`src/rtl/mrt_pkg.sv`:
```
package mrt_pkg;

  // Counter width needed to hold a terminal count of 'limit'.
  function automatic int cnt_bits(input longint limit);
    int b;
    b = 1;
    while ((longint'(1) << b) <= limit) b++;
    return b;
  endfunction

  // Next value of the remaining-cycle counter: reload on a trigger,
  // otherwise count down and rest at zero.
  function automatic longint next_remaining(input longint cur,
                                            input bit     load,
                                            input longint limit);
    if (load)         return limit;
    else if (cur > 0) return cur - 1;
    else              return 0;
  endfunction

  // Active-level normalisation of the raw manual line.
  function automatic logic active_level(input logic raw, input logic pol_hi);
    return pol_hi ? raw : ~raw;
  endfunction

endpackage

```
`src/rtl/mrt_sync.sv`:
```
module mrt_sync #(
  parameter int STAGES = 2
) (
  input  logic clk,
  input  logic rst_n,
  input  logic din,
  output logic dout
);
  localparam int LAST = STAGES - 1;

  logic [LAST:0] chain;

  generate
    if (STAGES == 1) begin : g_single
      always_ff @(posedge clk or negedge rst_n) begin
        if (!rst_n) chain <= '0;
        else        chain <= din;
      end
    end else begin : g_multi
      always_ff @(posedge clk or negedge rst_n) begin
        if (!rst_n) chain <= '0;
        else        chain <= {chain[LAST-1:0], din};
      end
    end
  endgenerate

  assign dout = chain[LAST];
endmodule

```
`src/rtl/mrt_edge.sv`:
```
module mrt_edge (
  input  logic clk,
  input  logic rst_n,
  input  logic lvl,
  output logic fire
);
  logic lvl_q;

  always_ff @(posedge clk or negedge rst_n) begin
    if (!rst_n) lvl_q <= 1'b0;
    else        lvl_q <= lvl;
  end

  assign fire = lvl & ~lvl_q;

  AST_EDGE_SINGLE: assert property (@(posedge clk) disable iff (!rst_n)
    fire |=> !fire);
endmodule

```
`src/rtl/mrt_timer.sv`:
```
module mrt_timer #(
  parameter longint TIMEOUT = 10_000_000
) (
  input  logic clk,
  input  logic rst_n,
  input  logic load,
  output logic busy
);
  import mrt_pkg::*;

  localparam int         CW   = cnt_bits(TIMEOUT);
  localparam logic [CW-1:0] FULL = CW'(TIMEOUT);

  logic [CW-1:0] remain;
  logic [CW-1:0] remain_nx;

  always_comb begin
    remain_nx = CW'(next_remaining(longint'(remain), load, TIMEOUT));
  end

  always_ff @(posedge clk or negedge rst_n) begin
    if (!rst_n) remain <= FULL;
    else        remain <= remain_nx;
  end

  assign busy = (remain != '0);

  AST_LOAD_FULL: assert property (@(posedge clk) disable iff (!rst_n)
    load |=> remain == FULL);
  AST_COUNT_DOWN: assert property (@(posedge clk) disable iff (!rst_n)
    (!load && remain != '0) |=> remain == $past(remain) - 1'b1);
  AST_IDLE_HOLDS: assert property (@(posedge clk) disable iff (!rst_n)
    (!load && remain == '0) |=> remain == '0);
endmodule

```
`src/rtl/manual_reset_timer.sv`:
```
module manual_reset_timer #(
  parameter longint TIMEOUT_CYCLES = 10_000_000,
  parameter int     SYNC_STAGES    = 2
) (
  input  logic clk,
  input  logic rst_n,
  input  logic pol_high,
  input  logic man_in,
  output logic rst_out,
  output logic rst_out_n,
  output logic mem_block
);
  import mrt_pkg::*;

  logic act_raw;
  logic act_sync;
  logic fire;
  logic busy;

  assign act_raw = active_level(man_in, pol_high);

  mrt_sync #(.STAGES(SYNC_STAGES)) u_sync (
    .clk  (clk),
    .rst_n(rst_n),
    .din  (act_raw),
    .dout (act_sync)
  );

  mrt_edge u_edge (
    .clk  (clk),
    .rst_n(rst_n),
    .lvl  (act_sync),
    .fire (fire)
  );

  mrt_timer #(.TIMEOUT(TIMEOUT_CYCLES)) u_timer (
    .clk  (clk),
    .rst_n(rst_n),
    .load (fire),
    .busy (busy)
  );

  assign rst_out   = busy;
  assign rst_out_n = ~busy;
  assign mem_block = busy | act_sync;

  AST_RISE_FROM_EDGE: assert property (@(posedge clk) disable iff (!rst_n)
    $rose(rst_out) |-> $past(fire));
endmodule

```
`config.mk`:
```
export PLATFORM = sky130hd
export DESIGN_NAME = manual_reset_timer
export DESIGN_NICKNAME = d
export VERILOG_FILES = /design/src/rtl/mrt_pkg.sv /design/src/rtl/mrt_sync.sv /design/src/rtl/mrt_edge.sv /design/src/rtl/mrt_timer.sv /design/src/rtl/manual_reset_timer.sv
export SDC_FILE = /design/constraint.sdc
export NUM_CORES = 1
export LEC_CHECK = 0
export BUFFER_PORTS_ARGS = -buffer_cell sky130_fd_sc_hd__buf_2
export CAP_MARGIN = 20
export CORE_ASPECT_RATIO = 1.5
export CORE_MARGIN = 3
export CORE_UTILIZATION = 45
export CTS_BUF_LIST = sky130_fd_sc_hd__clkbuf_2 sky130_fd_sc_hd__clkbuf_4 sky130_fd_sc_hd__clkbuf_8
export CTS_CLUSTER_DIAMETER = 100
export DETAILED_ROUTE_END_ITERATION = 16
export PLACE_DENSITY_LB_ADDON = 0.2
export SETUP_SLACK_MARGIN = 0.3
export SYNTH_ARGS = -nofsm -noshare
export SYNTH_HDL_FRONTEND = slang
export SYNTH_SLANG_ARGS = --single-unit
```
`constraint.sdc`:
```
create_clock -name clk -period 2.05 [get_ports clk]
set_input_delay 0.3075 -clock clk [delete_from_list [all_inputs] [get_ports clk]]
set_output_delay 0.3075 -clock clk [all_outputs]
set_load 0.005 [all_outputs]
```
==> results of run 1 <==
## layer usage
metal / vias up / track usage [%] / part of all wire, %
met1: 616 / 23.3 / 41
met4: 0 / 12.3 / 1.5
met3: 6 / 3.25 / 1.9
li1: 570 / - / -
met2: 18 / 36.2 / 56
met5: - / 0 / 0
## where the power goes
group          switching (mW)  internal [mW]
sequential              0.121          0.623
clock                   0.162          0.152
combinational           0.346          0.353
## state kept, by name, indices dropped and copies added (netlist names)
signal	cells
u_timer.remain	24
u_edge.lvl_q	1
u_sync.chain	2
## cell type report
cell class                 count  share of cell area (%)
clock buffer                   4                    2.39
inverter                       3                   0.551
multi-input combinational    100                    44.5
sequential                    27                    33.8
tap                           37                    2.27
timing repair buffer          40                    16.5
## repair_timing
action / CTS / global route
gates resized for setup: 28 / 49
gates cloned: 1 / 0
buffers inserted: 14 / 7
endpoints found under the hold margin: 0 / 0
pin swaps: 10 / 9
endpoints found under the setup margin: 18 / 25
## worst paths after layout
path	start	depth (start not counted)	endpoint
worst max-delay path	u_timer.remain[19]$_DFF_PN1_	5	mem_block
max in group asynchronous	rst_n	1	u_timer.remain[4]$_DFF_PN0_
worst min register to register	u_sync.chain[0]$_DFF_PN0_	0	u_sync.chain[1]$_DFF_PN0_
worst max register to register	u_timer.remain[13]$_DFF_PN0_	5	u_timer.remain[17]$_DFF_PN0_
min in group clk	man_in	2	u_sync.chain[0]$_DFF_PN0_
worst min-delay path	rst_n	1	u_timer.remain[6]$_DFF_PN0_
## through the flow
stage / utilization, % / power [mW] / hold WS (ns) / cells / TNS (ns)
6_report: 73.2 / 1.76 / 0.0354 / 211 / -0.00822
5_1_grt: 73.2 / 1.85 / 0.0677 / 211 / -0.172
4_1_cts: 64.3 / 1.56 / 0.0494 / 204 / 0
3_5_place_dp: 54.6 / 1.11 / 0.337 / 185 / 0
3_3_place_gp: 54.6 / 1.09 / 0.336 / 185 / 0
2_1_floorplan: - / 0.981 / 0.0119 / 135 / 0
## cell usage after synthesis, drive strengths merged, types with 2 or more instances
cell	n
buf	4
o21a	2
nand2	7
xor2	9
dfrtp	19
xnor2	5
a21oi	5
ha	2
o21ai	11
inv	3
nor4	6
nand4b	2
or3	4
o31ai	2
dfstp	8
nor2	18
nand4	4
or4	5
nor3	5
nand3	3
## cell families (layout without fill, tap and decap cells)
logic type	Yosys count	after routing	synth area share [%]
simple gates	59	59	25.6
compound gates	25	25	11.1
flops	27	27	50.0
buf+inv	8	47	2.55
xor+xnor	14	14	8.93
fa+ha+maj	2	2	1.82
==> results.cfg, run 1 <==
[sta]
finalWorstSetupSlack_ns = -0.00822
min_period_over_period_pct = 100
timing.clock.skew_ns = 0.00262
finalSetupViolations = 1
unrepaired_setup_endpoints_after_global_routing = true
timing_hold_violations_final = 0
post-route-min-period_ns = 2.06
maximum_clock_frequency_mhz = 486
report.final.slew_viol_count = 0
timing_worst_slew_pin_value_ns = 0.601
max-slew-margin-rel_pct = 59.9

[grt]
initial_antenna_violation_count = 0
global_route.overflow_total = 0
grt_max_degree = 28
track_usage_pct = 20.7
first_global_vias = 1251
grt_pass1_wl_mm = 5.81

[setup_path]
arrival_ns = 1.75
worst-path-max-fanout = 4
critPathTopFamily = simple AND/OR/NAND/NOR gates
cpMaxStageDelayCell = sky130_fd_sc_hd__dfstp_2
worst_setup_path_end_kind = output port
path_cells = nor4_2, nand4_1, buf_6, or3_1, buf_2
setup.worst_path.start_class = flop
worst-r2r-setup-slack_ns = 0.17
worst_ep_required_time_ns = 1.74
critical_path.max_stage_delay_ns = 0.40
cp.buffers_inverters = 2
worst_setup_path_category = flop to output port

[cells_and_area]
final-seq-area_sq_um = 689
mostFrequentLayoutCells = 20 x sky130_fd_sc_hd__buf_4, 16 x sky130_fd_sc_hd__dfrtp_1, 14 x sky130_fd_sc_hd__buf_6
multiInputGateArea_sq_um = 908
finish.instance_area_sq_um = 2040
mostFrequentLayoutCell = sky130_fd_sc_hd__buf_4
layout.nets = 181
areaGrowthSynthToFinish_pct = 48.8
final_layout_size_suffix_gt1_share_pct = 56.3
filler_cell_count_in_the_final_layout = 187
insertedDiodeCount = 0

[route]
drtPass1Iterations = 4
dr_total_vias = 1210
postRouteWirelength_mm = 3.75
starting_drc_count_in_detailed_routing = 48
final_antenna_net_count = 0
drt_drc_violations_left = 0
vias_per_cell = 5.73
routedWlPerCell_um = 17.8

[floorplan]
core_area_sq_um = 2790
io_pins = 7
die_x_um = 51.1
std_cell_rows = 23
die_height_um = 73.6
fp.dieArea_sq_um = 3760
floorplan.initialDensity_pct = 49.2

[clock_network]
cts.sinks = 27
clk-insertion-delay-late_ns = 0.27
tritoncts_buffer_count = 3
clk_root_buffer_cell = sky130_fd_sc_hd__clkbuf_8
tritoncts_clock_tree = yes
clock_tree.htree_level_count = 1
clk_transition_reported_paths_ns = 0.09
quantity_of_hold_fixing_buffers_added_after_cts = 0
cts_buffer_depth = 2

[synth]
share_of_flip_flops_with_an_asynchronous_set_or_reset_pct = 100
post_synth_edffs = 0
synth_cell_type_count = 34
synth_largest_type_area_fraction_pct = 34.6
net_count_synth = 141
syn-instance-count = 135
synth_warnings = 0
synth_largest_area_cell = sky130_fd_sc_hd__dfrtp_1
synth.cell_area_sq_um = 1370
ys_seq_area_share_pct = 50.0
synth.area.top_cells = sky130_fd_sc_hd__dfrtp_1 35%, sky130_fd_sc_hd__dfstp_2 15%, sky130_fd_sc_hd__xor2_1 5.7%, sky130_fd_sc_hd__nor2_1 4.9%, sky130_fd_sc_hd__o21ai_0 3.6%
yosys_most_used_dff = sky130_fd_sc_hd__dfrtp_1
synth-seq-cells = 27
avg_inst_size_synth_sq_um = 10.2

[hold_path]
hp-class = input port to async pin

[power_and_ir_drop]
pwr_density_cell_nw_per_um2 = 861
cellLeakagePower_nw = 0.783
peak_supply_drop_v = 0.000687

[placed_design]
dpl.hpwl_mm = 2.08
detailedPlace.worstSlack_ns = 0.0884
place_area_sq_um = 1520
final_replace_weighted_congestion = 0.826
io_buffers = 6

[outcome]
violations = setup timing
run_status = finished with violations

[run]
max_cap_violations = 0
Power figures use the tool's default switching activity.
==> run 2, diff against run 1 <==
TNS_END_PERCENT = 5   (was not set)
==> results.cfg, run 2 (synthesis gave the netlist of run 1 again) <==
[route]
drtPass1Iterations = 4
final_antenna_net_count = 0
drt_drc_violations_left = 0
starting_drc_count_in_detailed_routing = 28
dr_total_vias = 1181
postRouteWirelength_mm = 3.31
routedWlPerCell_um = 16.4
vias_per_cell = 5.85

[cells_and_area]
mostFrequentLayoutCells = 22 x sky130_fd_sc_hd__buf_4, 17 x sky130_fd_sc_hd__nor2_1, 16 x sky130_fd_sc_hd__dfrtp_1
top_register = u_timer.remain
mostFrequentLayoutCell = sky130_fd_sc_hd__buf_4
insertedDiodeCount = 0
largestRegisters = u_timer.remain x24, u_sync.chain x2, u_edge.lvl_q x1
fin_util_pct = 63.5
non_filler_instance_count_after_layout = 202
final_layout_size_suffix_gt1_share_pct = 39.4
filler_cell_count_in_the_final_layout = 231
areaGrowthSynthToFinish_pct = 29.2
finish.instance_area_sq_um = 1770
layout.nets = 172
largest_register_ffs = 24

[sta]
maximum_clock_frequency_mhz = 491
timing_hold_violations_final = 0
post-route-min-period_ns = 2.04
finalSetupViolations = 0
timing.clock.skew_ns = 0.00460
report.final.slew_viol_count = 0
finalWorstSetupSlack_ns = 0.0118
min_period_over_period_pct = 99.4
unrepaired_setup_endpoints_after_global_routing = true
timing_worst_slew_pin_value_ns = 0.590
max-slew-margin-rel_pct = 60.6

[clock_network]
clk-insertion-delay-late_ns = 0.28
clock_tree.htree_level_count = 1
clk_root_buffer_cell = sky130_fd_sc_hd__clkbuf_8
quantity_of_hold_fixing_buffers_added_after_cts = 0
cts.sinks = 27
tritoncts_buffer_count = 3
clk_transition_reported_paths_ns = 0.09
tritoncts_clock_tree = yes
cts_buffer_depth = 2

[run]
max_cap_violations = 0

[setup_path]
worst-r2r-setup-slack_ns = 0.01
setup.worst_path.start_class = flop
arrival_ns = 2.25
cpMaxStageDelayCell = sky130_fd_sc_hd__or4_4
r2r_start = u_timer.remain[13]$_DFF_PN0_
worst-path-max-fanout = 4
path_cells = buf_4, or4_4, or3_4, or3_1, a21oi_2
critPathTopFamily = simple AND/OR/NAND/NOR gates
launching_instance_or_port_of_the_critical_path = u_timer.remain[13]$_DFF_PN0_
worst_ep_required_time_ns = 2.26
cp.buffers_inverters = 1
timing.critical_path.depth = 5
ff2ff_path_depth = 5
worst_setup_path_end_kind = flop
critical_path.max_stage_delay_ns = 0.48
worstSetupEndpoint = u_timer.remain[17]$_DFF_PN0_
worst_r2r_endpoint = u_timer.remain[17]$_DFF_PN0_
worst_setup_path_category = flop to flop

[placed_design]
io_buffers = 6
final_replace_weighted_congestion = 0.749
dpl.hpwl_mm = 2.08
place_area_sq_um = 1500
dp.cells = 182
detailedPlace.worstSlack_ns = 0.0830

[floorplan]
die_x_um = 51.1
fp.dieArea_sq_um = 3760
std_cell_rows = 23
floorplan.initialDensity_pct = 49.2
core_area_sq_um = 2790
io_pins = 7
die_height_um = 73.6

[grt]
grtUsageMet1_pct = 23.4
track_usage_pct = 19.8
first_global_vias = 1236
grt_pass1_wl_mm = 5.58
initial_antenna_violation_count = 0
met3_usage_pct = 2.43
global_route.overflow_total = 0
grt_max_degree = 28
gr-max-usage-layer = met2
groute.layer.met2.usage_pct = 35.4

[hold_path]
hp-class = input port to async pin

[outcome]
run_status = finished clean

[power_and_ir_drop]
cellLeakagePower_nw = 0.690
pwr_density_cell_nw_per_um2 = 870
peak_supply_drop_v = 0.000536
==> run 2: cell types whose count changed in the layout (fill, tap and decap cells not counted), sizes merged <==
cell	previous run	this run
buf	40	31
clkbuf	4	3
clkinv	0	1
==> run 2: final cells by class <==
type | instances | area (sq um) | area share [%]
clock buffers | 3 | 41.3 | 2.33
clock inverters | 1 | 5.00 | 0.282
inverters | 3 | 11.3 | 0.635
multi-input cells | 100 | 751 | 42.3
flip-flops and latches | 27 | 689 | 38.9
well taps | 37 | 46.3 | 2.61
repair buffers | 31 | 229 | 12.9
==> run 2: worst min-delay path by stage <==
stage                                    from                           end  slack, ns
CTS                                     rst_n   u_timer.remain[5]$_DFF_PN0_       0.04
floorplan                               rst_n        u_edge.lvl_q$_DFF_PN0_       0.01
global placement    u_sync.chain[0]$_DFF_PN0_     u_sync.chain[1]$_DFF_PN0_       0.33
detailed placement  u_sync.chain[0]$_DFF_PN0_     u_sync.chain[1]$_DFF_PN0_       0.34
finish                                  rst_n   u_timer.remain[8]$_DFF_PN0_       0.02
global route                            rst_n  u_timer.remain[18]$_DFF_PN0_       0.05
==> run 2: per-layer routing <==
metal	up-vias	wire (um)
met5	-	0
met4	0	90
met3	11	90
met2	24	1830
met1	598	1290
li1	548	-
==> run 2: repair_timing <==
action / 4_1_cts / 5_1_grt
buffers inserted: 14 / 2
pin swaps: 6 / 6
setup endpoints to repair: 21 / 22
resized for setup: 14 / 12
==> run 2: report_power, final <==
group | switching [mW] | internal [mW] | leakage (nW) | total [mW]
combinational | 0.251 | 0.248 | 0.335 | 0.499
clock | 0.168 | 0.136 | 0.0255 | 0.305
sequential | 0.117 | 0.622 | 0.329 | 0.739
total | 0.536 | 1.01 | 0.690 | 1.54
==> run 2: stage by stage <==
step                      setup TNS (ns)  hold WS (ns)  power [mW]
after floorplan                        0        0.0119       0.967
after global placement                 0         0.333        1.08
after detailed placement               0         0.336        1.10
after CTS                              0        0.0410        1.52
after global routing              -0.171        0.0519        1.63
final                                  0        0.0238        1.54
==> run 2: worst register-to-register path: cells and delay by family, from the launching register on <==
family | cells | cell delay, ns
buffers and inverters | 1 | 0.17
and+or+nand+nor | 3 | 1.26
DFF | 1 | 0.42
AOI/OAI and AO/OA | 1 | 0.13
==> run 3, diff against run 2 <==
PLACE_DENSITY_LB_ADDON = not set   (was 0.2)
clock period = 1.73 ns   (was 2.05 ns; I/O delays follow)
==> results.cfg, run 3 (synthesis gave the netlist of run 1 again) <==
[cells_and_area]
layout.nets = 184
final_layout_size_suffix_gt1_share_pct = 41.2
largest_register_ffs = 24
largestRegisters = u_timer.remain x24, u_sync.chain x2, u_edge.lvl_q x1
fin_util_pct = 67.4
areaGrowthSynthToFinish_pct = 37.0
mostFrequentLayoutCells = 30 x sky130_fd_sc_hd__buf_4, 18 x sky130_fd_sc_hd__dfrtp_1, 16 x sky130_fd_sc_hd__nor2_1
insertedDiodeCount = 0
mostFrequentLayoutCell = sky130_fd_sc_hd__buf_4
top_register = u_timer.remain
filler_cell_count_in_the_final_layout = 227

[clock_network]
cts.sinks = 27
tritoncts_buffer_count = 3
cts_buffer_depth = 2
clk_transition_reported_paths_ns = 0.09
clk-insertion-delay-late_ns = 0.28
tritoncts_clock_tree = yes
clk_root_buffer_cell = sky130_fd_sc_hd__clkbuf_8
clock_tree.htree_level_count = 1

[route]
drtPass1Iterations = 4
starting_drc_count_in_detailed_routing = 12
routedWlPerCell_um = 16.0
postRouteWirelength_mm = 3.42
dr_total_vias = 1163
drt_drc_violations_left = 0
vias_per_cell = 5.43
final_antenna_net_count = 0

[sta]
min_period_over_period_pct = 118
unrepaired_setup_endpoints_after_global_routing = true
hold_ws_ns = 0.159
timing.clock.skew_ns = 0.00427
timing_hold_violations_final = 0
finalSetupViolations = 19
finalWorstSetupSlack_ns = -0.316
timing_worst_slew_pin_value_ns = 0.605
report.final.slew_viol_count = 0
post-route-min-period_ns = 2.05
maximum_clock_frequency_mhz = 489
max-slew-margin-rel_pct = 59.7

[power_and_ir_drop]
peak_supply_drop_v = 0.000760
cellLeakagePower_nw = 0.757
pwr_density_cell_nw_per_um2 = 1050

[floorplan]
fp.dieArea_sq_um = 3760
die_height_um = 73.6
die_x_um = 51.1
floorplan.initialDensity_pct = 49.2
core_area_sq_um = 2790
std_cell_rows = 23
io_pins = 7

[grt]
grt_pass1_wl_mm = 5.76
initial_antenna_violation_count = 0
global_route.overflow_total = 0
first_global_vias = 1253
track_usage_pct = 20.5
grt_max_degree = 28

[placed_design]
final_replace_weighted_congestion = 0.797
dpl.hpwl_mm = 2.34
io_buffers = 6

[setup_path]
worst_setup_path_category = flop to output port
worst-path-max-fanout = 4
worstSetupEndpoint = mem_block
launching_instance_or_port_of_the_critical_path = u_timer.remain[17]$_DFF_PN0_
path_cells = nor4_1, nand4_1, buf_6, or3_1, buf_2
critical_path.max_stage_delay_ns = 0.39
cpMaxStageDelayCell = sky130_fd_sc_hd__dfrtp_1
ff2ff_path_depth = 5
worst_r2r_endpoint = u_timer.remain[17]$_DFF_PN0_
r2r_start = u_timer.remain[14]$_DFF_PN0_
worst_setup_path_end_kind = output port
setup.worst_path.start_class = flop
worst-r2r-setup-slack_ns = -0.19
arrival_ns = 1.79
worst_ep_required_time_ns = 1.47

[hold_path]
hp-class = input port to flop

[outcome]
violations = setup timing
run_status = finished with violations

[run]
max_cap_violations = 0
[run 3: layer usage]
metal,vias up,GRT usage (%),routed length [um]
li1,569,-,-
met1,573,23.6,1400
met2,16,38.2,1900
met3,5,2.43,58
met4,0,7.19,55
met5,-,0,0
[run 3: worst min-delay path by stage]
stage,start,to,slack (ns),cells past startpoint
2_1_floorplan,rst_n,u_edge.lvl_q$_DFF_PN0_,-0.04,0
6_report,man_in,u_sync.chain[0]$_DFF_PN0_,0.16,2
3_5_place_dp,rst_n,u_timer.remain[11]$_DFF_PN0_,0.31,1
5_1_grt,man_in,u_sync.chain[0]$_DFF_PN0_,0.16,2
3_3_place_gp,rst_n,u_timer.remain[11]$_DFF_PN0_,0.29,1
4_1_cts,man_in,u_sync.chain[0]$_DFF_PN0_,0.16,2
[run 3: critical path: cells and delay by family (launching register included)]
kind,cells,cell delay (ns)
DFF,1,0.39
buffers and inverters,2,0.29
and+or+nand+nor,3,0.83
[run 3: repair_timing]
item / CTS / global route
pin swaps: 9 / 5
hold endpoints to repair: 10 / 0
setup buffers: 3 / 2
endpoints found under the setup margin: 27 / 27
hold buffers: 1 / 0
gates resized for setup: 17 / 13
[run 3: metrics by stage]
| stage | cell area, sq um | power [mW] | setup WS [ns] | std cells | TNS (ns) |
|---|---|---|---|---|---|
| after CTS | 1820 | 1.93 | -0.307 | 212 | -1.78 |
| after global placement | 1670 | 1.46 | -0.0880 | 204 | -0.701 |
| after floorplan | 1380 | 1.16 | -0.0211 | 135 | -0.198 |
| after global routing | 1880 | 2.09 | -0.414 | 214 | -4.16 |
| after detailed placement | 1670 | 1.49 | -0.0930 | 204 | -0.839 |
| final | 1880 | 1.98 | -0.316 | 214 | -2.06 |
[run 3: power breakdown]
| group | switching, mW | internal (mW) |
|---|---|---|
| logic | 0.363 | 0.400 |
| clock network | 0.205 | 0.162 |
| registers | 0.118 | 0.736 |
| total | 0.686 | 1.30 |
[run 3: layout make-up]
| class | instances | area (sq um) | share of cell area, % |
|---|---|---|---|
| Inverter | 3 | 11.3 | 0.599 |
| Clock inverter | 1 | 5.00 | 0.266 |
| Sequential cell | 27 | 687 | 36.5 |
| Tap cell | 37 | 46.3 | 2.46 |
| Multi-Input combinational cell | 100 | 751 | 39.9 |
| Clock buffer | 3 | 41.3 | 2.20 |
| Timing Repair Buffer | 43 | 339 | 18.0 |
